`src/rtl/txseq_pkg.sv`:
```
package txseq_pkg;

  typedef enum logic [1:0] {
    WORD_IDLE   = 2'd0,
    WORD_DATA   = 2'd1,
    WORD_RFAULT = 2'd2,
    WORD_LFAULT = 2'd3
  } wordKind_e;

  typedef enum logic [2:0] {
    MODE_INIT,
    MODE_DATA,
    MODE_IDLE,
    MODE_RF,
    MODE_LF
  } txMode_e;

  typedef struct packed {
    logic      dataWin;
    wordKind_e fillKind;
  } seqStrobe_t;

endpackage

```
`src/rtl/txseq_ctrl.sv`:
```
module txseq_ctrl
  import txseq_pkg::*;
(
  input  logic       clk,
  input  logic       rstN,
  input  logic       txEnable,
  input  logic       sendRf,
  input  logic       sendLf,
  input  logic       sendIdle,
  input  logic       inValid,
  input  logic       inStart,
  input  logic       inEnd,
  output seqStrobe_t strb,
  output logic       inReady,
  output logic       pktOpen,
  output logic       localFaultStatus
);

  txMode_e modeQ, prioMode, nextMode;
  logic    pktOpenQ, pktNext, beat, updEn;

  assign inReady = (modeQ == MODE_DATA);
  assign beat    = inValid && inReady;

  always_comb begin
    pktNext = pktOpenQ;
    if (beat) begin
      if (inEnd)        pktNext = 1'b0;
      else if (inStart) pktNext = 1'b1;
    end
  end

  // sample controls only when no packet stays open after this cycle
  assign updEn = !pktNext;

  always_comb begin
    if (sendLf)         prioMode = MODE_LF;
    else if (sendRf)    prioMode = MODE_RF;
    else if (sendIdle)  prioMode = MODE_IDLE;
    else if (!txEnable) prioMode = MODE_IDLE;
    else                prioMode = MODE_DATA;
  end

  always_comb begin
    if (modeQ == MODE_INIT && (sendLf || sendRf)) nextMode = MODE_INIT;
    else                                           nextMode = prioMode;
  end

  always_ff @(posedge clk) begin
    if (!rstN) begin
      modeQ    <= MODE_INIT;
      pktOpenQ <= 1'b0;
    end else begin
      pktOpenQ <= pktNext;
      if (updEn) modeQ <= nextMode;
    end
  end

  always_comb begin
    strb.dataWin = (modeQ == MODE_DATA);
    unique case (modeQ)
      MODE_INIT, MODE_LF: strb.fillKind = WORD_LFAULT;
      MODE_RF:            strb.fillKind = WORD_RFAULT;
      default:            strb.fillKind = WORD_IDLE;
    endcase
  end

  assign pktOpen          = pktOpenQ;
  assign localFaultStatus = (modeQ == MODE_INIT);

endmodule

```
`src/rtl/txseq_dpath.sv`:
```
module txseq_dpath
  import txseq_pkg::*;
#(
  parameter int DATA_W = 64
) (
  input  seqStrobe_t        strb,
  input  logic              inValid,
  input  logic [DATA_W-1:0] inData,
  output logic [1:0]        outKind,
  output logic [DATA_W-1:0] outData
);

  logic beat;
  assign beat = strb.dataWin && inValid;

  always_comb begin
    if (beat)              outKind = WORD_DATA;
    else if (strb.dataWin) outKind = WORD_IDLE;
    else                   outKind = strb.fillKind;
  end

  for (genvar b = 0; b < DATA_W; b++) begin : g_gate
    assign outData[b] = inData[b] & beat;
  end

endmodule

```
`src/rtl/tx_fault_seq.sv`:
```
module tx_fault_seq
  import txseq_pkg::*;
#(
  parameter int DATA_W = 64
) (
  input  logic              clk,
  input  logic              rstN,
  input  logic              txEnable,
  input  logic              sendRemoteFault,
  input  logic              sendLocalFault,
  input  logic              sendIdle,
  input  logic              inValid,
  input  logic              inStart,
  input  logic              inEnd,
  input  logic [DATA_W-1:0] inData,
  output logic              inReady,
  output logic [1:0]        outType,
  output logic [DATA_W-1:0] outData,
  output logic              localFaultStatus
);

  seqStrobe_t strb;
  logic       pktOpen;

  txseq_ctrl u_ctrl (
    .clk(clk), .rstN(rstN), .txEnable(txEnable), .sendRf(sendRemoteFault),
    .sendLf(sendLocalFault), .sendIdle(sendIdle), .inValid(inValid),
    .inStart(inStart), .inEnd(inEnd), .strb(strb), .inReady(inReady),
    .pktOpen(pktOpen), .localFaultStatus(localFaultStatus)
  );

  txseq_dpath #(.DATA_W(DATA_W)) u_dpath (
    .strb(strb), .inValid(inValid), .inData(inData),
    .outKind(outType), .outData(outData)
  );

endmodule

```
`config.mk`:
```
export PLATFORM = sky130hd
export DESIGN_NAME = tx_fault_seq
export DESIGN_NICKNAME = d
export VERILOG_FILES = /design/src/rtl/txseq_pkg.sv /design/src/rtl/txseq_ctrl.sv /design/src/rtl/txseq_dpath.sv /design/src/rtl/tx_fault_seq.sv
export SDC_FILE = /design/constraint.sdc
export NUM_CORES = 1
export LEC_CHECK = 0
export ABC_AREA = 1
export BUFFER_PORTS_ARGS = -buffer_cell sky130_fd_sc_hd__buf_4
export CELL_PAD_IN_SITES_DETAIL_PLACEMENT = 2
export CELL_PAD_IN_SITES_GLOBAL_PLACEMENT = 2
export CORE_AREA = 2 2 93 95
export CTS_BUF_LIST = sky130_fd_sc_hd__clkbuf_16
export DETAILED_ROUTE_END_ITERATION = 10
export DIE_AREA = 0 0 95 97
export PLACE_DENSITY_LB_ADDON = 0.1
export SKIP_LAST_GASP = 1
export SYNTH_ARGS = -nofsm -noshare
export SYNTH_HDL_FRONTEND = slang
export SYNTH_SLANG_ARGS = --single-unit
```
`constraint.sdc`:
```
create_clock -name clk -period 2.1 [get_ports clk]
set_input_delay 0.525 -clock clk [delete_from_list [all_inputs] [get_ports clk]]
set_output_delay 0.525 -clock clk [all_outputs]
set_load 0.01 [all_outputs]
```
# After elaboration in Yosys (flattened, before gate mapping)

Index checks and enable logic that the tools add are counted.

Eq/ne operators: 3
Multiplexer cells: 11
Bitwise operators: 64
Reductions and logical operators: 5

Operator list:

| operator                                                        | number |
|---|---|
| 1-bit bitwise AND                                               | 64 |
| 3-bit 2-to-1 mux                                                | 4 |
| 2-bit 2-to-1 mux                                                | 3 |
| 2-bit case mux with 2 select lines                              | 1 |
| 3-bit by 1-bit == test with 1-bit output, second input constant | 1 |
| 3-bit by 2-bit == test with 1-bit output, second input constant | 1 |
| 3-bit == test, second input constant                            | 1 |
| 3-bit zero test                                                 | 1 |
| 1-bit 2-to-1 mux                                                | 3 |
| 1-bit logical AND                                               | 2 |
| 2-bit OR reduction                                              | 1 |
| 1-bit logical OR                                                | 1 |

Bits in registers: 4
Bits of input ports: 73
Output and inout port bits: 68
Word-level logic and storage cells: 85

# Depth between registers and ports, before layout

Gate-level depths: netlist of the first run.

Depth after elaboration: 5
Mapped depth: 7
Depth with buffers taken out: 7

# Cells and area by module

From an unflattened synthesis of the first run, not the netlist that was laid out.

Cells, all modules: 190
Area total of the unflattened synthesis: 885.8 µm²

By module, submodules not included:

| module      | instances | cells an instance | area each (µm²) | sequential area each (µm²) |
|---|---|---|---|---|
| txseq_dpath | 1         | 141               | 600.6           | 0.0 |
| txseq_ctrl  | 1         | 49                | 285.3           | 80.1 |

# Least setup slack after synthesis of the first run

No wires, ideal clock.

Path type: input-to-output
From: input port inValid
To: output port outType[0]
Arrival: 1.064 ns
Required time: 1.575 ns
Path slack: 0.511 ns
Stages: 4
Path buffers: 2
Cells stage by stage: nand4_4 -> buf_12 -> buf_12 -> nand2_1

Longest elaborated chain between the ends: 2

RTL lines:

| item              | line               | RTL |
|---|---|---|
| from (decl)       | tx_fault_seq.sv:12 | `input logic inValid,` |
| 1-bit logical AND | txseq_dpath.sv:14  | `assign beat = strb.dataWin && inValid;` |
| 2-bit 2-to-1 mux  | txseq_dpath.sv:17  | `if (beat) outKind = WORD_DATA;` |
| to (decl)         | tx_fault_seq.sv:17 | `output logic [1:0] outType,` |

Every way passes these cells.

# Worst setup path after layout of the first run

From: register u_ctrl.modeQ[0]
To: output port outData[11]

Longest elaborated chain between the ends: 3

RTL lines:

| item                                     | line               | RTL |
|---|---|---|
| from (decl)                              | txseq_ctrl.sv:19   | `txMode_e modeQ, prioMode, nextMode;` |
| from (signal assigned)                   | txseq_ctrl.sv:55   | `if (updEn) modeQ <= nextMode;` |
| 3-bit by 1-bit == test with 1-bit output | txseq_ctrl.sv:60   | `strb.dataWin = (modeQ == MODE_DATA);` |
| 1-bit logical AND                        | txseq_dpath.sv:14  |  |
| 1-bit bitwise AND                        | txseq_dpath.sv:23  | `assign outData[b] = inData[b] & beat;` |
| to (decl)                                | tx_fault_seq.sv:18 | `output logic [DATA_W-1:0] outData,` |

Every way passes these cells.

==> results of run 1 <==
kinds of logic (layout without fill, tap and decap cells):
kind of cell / Yosys count / count (layout)
AO/OA/AOI/OAI: 4 / 4
flip-flops: 4 / 4
buffers and inverters: 80 / 223
AND/OR/NAND/NOR: 97 / 97
area by class of cell:
type / instances / area (um2)
Timing Repair Buffer: 147 / 1150
Multi-Input combinational cell: 101 / 791
Sequential cell: 4 / 80.1
Fill cell: 979 / 5630
Tap cell: 105 / 131
Inverter: 73 / 274
Clock buffer: 3 / 75.1
registers in the layout, summed over array words and instances, names as in the netlist:
name            cells
u_ctrl.modeQ        3
u_ctrl.pktOpen      1
synth_stat cells:
| cell type | instances | area (um2) |
|---|---|---|
| nor2_4 | 50 | 563 |
| inv_2 | 1 | 3.75 |
| a21boi_0 | 1 | 7.51 |
| o21bai_1 | 1 | 7.51 |
| nand3_1 | 5 | 25.0 |
| buf_12 | 6 | 120 |
| nor2_1 | 30 | 113 |
| nand2_1 | 10 | 37.5 |
| dfxtp_1 | 4 | 80.1 |
| inv_1 | 72 | 270 |
| nand4_4 | 1 | 21.3 |
| o21ai_0 | 2 | 10.0 |
| nand2_2 | 1 | 6.26 |
| buf_2 | 1 | 5.00 |
per-layer routing:
layer | track usage, % | up-vias | share of wire, %
met3 | 2.49 | 2 | 9.2
met4 | 2.01 | 0 | 0.15
li1 | - | 775 | -
met1 | 11.9 | 710 | 36
met2 | 21.1 | 67 | 55
met5 | 0 | - | 0
repair_timing:
| action | CTS | global route |
|---|---|---|
| gates resized for setup | 0 | 1 |
| setup endpoints to repair | 0 | 1 |
| buffers inserted | 0 | 0 |
worst paths after layout:
path | cells after the start | start | slack (ps) | end
setup / recovery | 5 | u_ctrl.modeQ[0]$_SDFFE_PN0N_ | 140 | outData[11]
setup reg to reg | 7 | u_ctrl.modeQ[1]$_SDFFE_PN0N_ | 770 | u_ctrl.modeQ[1]$_SDFFE_PN0N_
hold reg to reg | 2 | u_ctrl.pktOpen$_SDFF_PN0_ | 550 | u_ctrl.pktOpen$_SDFF_PN0_
hold / removal | 2 | u_ctrl.pktOpen$_SDFF_PN0_ | 550 | u_ctrl.pktOpen$_SDFF_PN0_
tightest hold or removal path: stages (launching register included):
cell,delay [ps]
dfxtp_1,330
nand2_1,90
a21boi_0,70
through the flow:
stage	area, um2	utilization [%]	setup WS, ps	power, mW	hold WS, ps
after detailed placement	2430	29.9	166	0.393	544
final	2500	30.8	143	0.686	549
after floorplan	1270	-	511	0.231	500
after CTS	2500	30.8	87.8	0.700	549
after global routing	2500	30.8	22.1	0.729	586
after global placement	2430	29.9	198	0.388	542
power groups by stage:
stage / logic (mW) / registers [mW] / clock network, mW
after global placement: 0.302 / 0.0853 / 0
after detailed placement: 0.308 / 0.0853 / 0
after global routing: 0.333 / 0.0850 / 0.311
after CTS: 0.310 / 0.0841 / 0.307
final: 0.303 / 0.0842 / 0.299
after floorplan: 0.146 / 0.0844 / 0
==> metrics.md, run 1 <==
| Metric | Value |
|---|---|
| Post-synthesis adder-cell area fraction | `0%` |
| Most frequent cells in the layout | `buf_4, inv_1, nor2_4` |
| Comb power frac | `44.1%` |
| Peak supply drop | `0.343 mV` |
| Vias in the first global route | `1510` |
| Hold Vio Cnt, Final | `0` |
| Net Count, Synth | `258` |
| FP Rows | `33` |
| Num CTS Buffers | `3` |
| Worst slew margin | `81.7%` |
| Commonest non-fill, non-tap cell in the layout | `buf_4` |
| Post-synthesis compound-gate area fraction | `1.97%` |
| Post-synthesis mux area share | `0%` |
| GP Congestion | `0.710` |
| CP bufs+invs | `3` |
| IO buf count | `140` |
| Initial detailed-routing violation count | `10` |
| Critical Path Fanout Max | `16` |
| HPWL after DPL | `4.83 mm` |
| Max Root-Sink Buffers | `2` |
| Largest net degree at the start of global routing | `26` |
| Post-route ant nets | `0` |
| First-pass GRT wire length | `7.96 mm` |
| Worst Clk Skew | `2.10 ps` |
| Max-Cap Viols | `0` |
| Main combinational cell family by area after synthesis | `simple AND/OR/NAND/NOR gates` |
| Crit path DAT | `1430 ps` |
| Number of synthesized register bits | `4` |
| Max-slew violation count | `0` |
| Area grow syn2layout | `97.2%` |
| Endpoints failing setup | `0` |
| Class of the most critical setup path | `flip-flop to output port` |
| Yosys warns | `0` |
| CP endpoint kind | `output port` |
| Internal power | `0.483 mW` |
| Cells after DPL | `430` |
| Post-synthesis sequential area ratio | `6.31%` |
| Top Ports | `141` |
| Syn avg cell area | `6.86 um2` |
| Clock group share of total power | `43.6%` |
| Starting Density | `15.6%` |
| CP delay by family, top | `buffers and inverters` |
| Worst-margin pin slew | `274 ps` |
| Req. time, crit path | `1570 ps` |
| Grt total ovfl | `0` |
| Via Count | `1554` |
| Total Wirelength | `5.30 mm` |
| CTS clock-pin slew for the worst setup and hold paths | `30 ps` |
| CTS tree | `done` |
| Die width | `95 um` |
| Via/cell ratio | `3.59` |
| Post-layout min period | `1960 ps` |
| Worst-skew pair later-pin latency | `220 ps` |
| Cell variety after synth | `14` |
| Die area | `9220 um2` |
| Core area | `8130 um2` |
| Sequential Power Share | `12.3%` |
| Layout cell share with drive strength beyond 1 | `62.2%` |
| DR WL/cell | `12.2 um` |
| Xor/xnor share of the synthesized area | `0%` |
| Max Clock Freq | `511 MHz` |
| Switching Power | `0.203 mW` |
| Hold/Removal Path Class | `flip-flop to flip-flop` |
| Drt drc | `0` |
| P_leak | `1.43 nW` |
| Die Height | `97 um` |
| First-pass DRT Iterations | `3` |
| Clock sink count | `4` |
| Final Cycle Share | `93.2%` |
| PD cells | `274 nW/um2` |
| Final #Nets | `403` |
| Mapped Cells | `185` |
| Cts-stage hold buffer count | `0` |
| Mapped cell area | `1270 um2` |
| Status | `finished clean` |
| Synth Area in Simple Gates | `60.3%` |
| Type of origin of the critical path | `flip-flop` |
| N_diodes | `0` |
| CTS HTree Levels | `1` |
| Most used cell, CP | `buf_4` |
| Finished Layout Cells | `433` |
| Initial antenna violation count | `0` |
| Crit-path cells | `nand4_4 -> buf_12 -> buf_4 -> nor2_4 -> buf_4` |
| Crit-path max cell delay | `430 ps` |
| GR Util All Layers | `11.0%` |
| Critical path's slowest cell | `dfxtp_1` |
| Switching share of power | `29.6%` |
| Setup TNS Final | `0 ps` |
| CTS root buffer | `clkbuf_16` |
| RSZ-0062 raised after global routing | `false` |
(Power assumes the default switching activity.)
==> run 2, diff against run 1 <==
==> constraint.sdc (replaced) <==
create_clock -name clk -period 2.1 [get_ports clk]
set_input_delay 0.21 -clock clk [delete_from_list [all_inputs] [get_ports clk]]
set_output_delay 0.21 -clock clk [all_outputs]
set_load 0.01 [all_outputs]
==> run 2 against run 1 <==
  * Core utilization is 0.83 points lower
  * Non-clock buffer count is 4 lower
  * Via count is 0.13% higher
  * Total power is 0.88% lower
  * Die area stayed put
  * Worst hold slack worse by 310 ps
  * Sequential share of layout area is 0.089 points higher
  * First-iteration DRC count grew to 2.6 times the previous value
  * Critical path type unchanged
==> metrics.md, run 2 (synthesis results as in run 1) <==
| Metric | Value |
|---|---|
| Crit-path max cell delay | `390 ps (-40 ps)` |
| First-pass DRT Iterations | `3 (unchanged)` |
| IO buf count | `140 (unchanged)` |
| Total Wirelength | `5.35 mm (+0.94%)` |
| FP Rows | `33 (unchanged)` |
| CTS clock-pin slew for the worst setup and hold paths | `30 ps (about the same)` |
| Crit-path cells | `inv_2 -> nand4_4 -> buf_12 -> nor2_1 -> buf_4` |
| Largest net degree at the start of global routing | `42 (+62%)` |
| Max-Cap Viols | `0 (unchanged)` |
| Worst Setup SP | `u_ctrl.modeQ[1]$_SDFFE_PN0N_` |
| Drt drc | `0 (unchanged)` |
| CTS tree | `done` |
| Req. time, crit path | `1890 ps (+320 ps)` |
| Max-slew violation count | `0 (unchanged)` |
| Peak supply drop | `0.374 mV (+9.2%)` |
| Crit path DAT | `1460 ps (+30 ps)` |
| Grt total ovfl | `0 (unchanged)` |
| CTS HTree Levels | `1 (unchanged)` |
| R2R Path Start | `u_ctrl.modeQ[2]$_SDFFE_PN0N_` |
| P_leak | `1.40 nW (-2.5%)` |
| Max Root-Sink Buffers | `2 (unchanged)` |
| Class of the most critical setup path | `flip-flop to output port` |
| N_diodes | `0 (unchanged)` |
| GP Congestion | `0.759 (+6.9%)` |
| CTS root buffer | `clkbuf_16` |
| Clock sink count | `4 (unchanged)` |
| HPWL after DPL | `4.78 mm (-1.0%)` |
| Commonest non-fill, non-tap cell in the layout | `buf_4` |
| Hold/Removal Path Class | `input port to flip-flop` |
| Final #Nets | `399 (-0.99%)` |
| Total power | `0.680 mW (-0.88%)` |
| Min Hold Slack | `240 ps (-309 ps)` |
| Final Cycle Share | `79.4% (-14 points)` |
| Largest register FFs | `3 (unchanged)` |
| Starting Density | `15.6% (unchanged)` |
| Hold Vio Cnt, Final | `0 (unchanged)` |
| Reg with most FFs | `u_ctrl.modeQ` |
| Via/cell ratio | `3.63 (+1.1%)` |
| Status | `finished clean` |
| Post-route ant nets | `0 (unchanged)` |
| Most frequent cells in the layout | `buf_4, inv_1, nor2_4` |
| Core area | `8130 um2 (unchanged)` |
| Critical Path Fanout Max | `41 (+25)` |
| GR Util All Layers | `11.0% (+0.083 points)` |
| Setup TNS Final | `0 ps (unchanged)` |
| Die width | `95 um (unchanged)` |
| Initial antenna violation count | `0 (unchanged)` |
| Worst-margin pin slew | `450 ps (+177 ps)` |
| First-pass GRT wire length | `8.11 mm (+1.9%)` |
| CP endpoint kind | `output port` |
| Num CTS Buffers | `3 (unchanged)` |
| Worst-skew pair later-pin latency | `230 ps (about the same)` |
| Setup Buffers After CTS | `0 (unchanged)` |
| Filler instances | `1001 (+2.2%)` |
| Top Ports | `141 (unchanged)` |
| Cts-stage hold buffer count | `0 (unchanged)` |
| Post-cts sizing count | `0 (unchanged)` |
| Worst Clk Skew | `2.17 ps (+0.0712 ps)` |
| PD cells | `279 nW/um2 (+1.9%)` |
| Worst slew margin | `70.0% (-12 points)` |
| Endpoints failing setup | `0 (unchanged)` |
| Type of origin of the critical path | `flip-flop` |
| Max Clock Freq | `600 MHz (+17%)` |
| Initial detailed-routing violation count | `26 (+16)` |
| Critical path's slowest cell | `dfxtp_1` |
| Via Count | `1556 (+0.13%)` |
| Vias in the first global route | `1545 (+2.3%)` |
| Layout cell share with drive strength beyond 1 | `61.4% (-0.78 points)` |
| Post-layout min period | `1670 ps (-290 ps)` |
| RSZ-0062 raised after global routing | `false` |
| Die Height | `97 um (unchanged)` |
| Core Util, Final | `30.0% (-0.83 points)` |
| Hold wc startpoint | `rstN` |
| DR WL/cell | `12.5 um (+1.9%)` |
| Die area | `9220 um2 (unchanged)` |
| Area grow syn2layout | `91.9%` |
-- run 2: changes by cell type in the layout (fill, tap and decap cells not counted), sizes merged --
cell  delta
buf      -4
-- run 2: final cells by class --
class / instances / area, um2 / share of cell area [%]
multi-input combinational: 101 / 791 / 32.4
timing repair buffer: 143 / 1090 / 44.6
clock buffer: 3 / 75.1 / 3.08
inverter: 73 / 274 / 11.2
tap: 105 / 131 / 5.39
sequential: 4 / 80.1 / 3.29
-- run 2: through the flow --
stage          setup slack, ps  instances  instance area (um2)
2_1_floorplan              925        185                 1270
3_3_place_gp               687        426                 2360
3_5_place_dp               642        426                 2360
6_report                   432        429                 2440
5_1_grt                    343        429                 2440
4_1_cts                    401        429                 2440
-- run 2: path summary, 6_finish.rpt --
path / end / slack [ps] / cells past startpoint
setup reg to reg: u_ctrl.modeQ[1]$_SDFFE_PN0N_ / 780 / 7
setup / recovery: outData[62] / 430 / 5
hold reg to reg: u_ctrl.pktOpen$_SDFF_PN0_ / 570 / 2
hold / removal: u_ctrl.modeQ[2]$_SDFFE_PN0N_ / 240 / 3
-- run 2: report_power, final --
group          internal, mW  switching (mW)
registers            0.0801         0.00385
clock network         0.244          0.0578
logic                 0.153           0.142
total                 0.477           0.204
-- run 2: worst max-delay path, delay by kind of cell, from the launching register on --
family	cells	cell delay, ps
buf+inv	3	630
flops	1	390
simple gates	2	180
-- run 2: metal layers --
layer  global-route usage, %  share of wire (%)  vias up
met5                       0                  0        -
met4                    2.01               0.54        0
met3                    1.95                8.5        3
met2                    21.7                 54       70
met1                    12.0                 37      716
li1                        -                  -      767
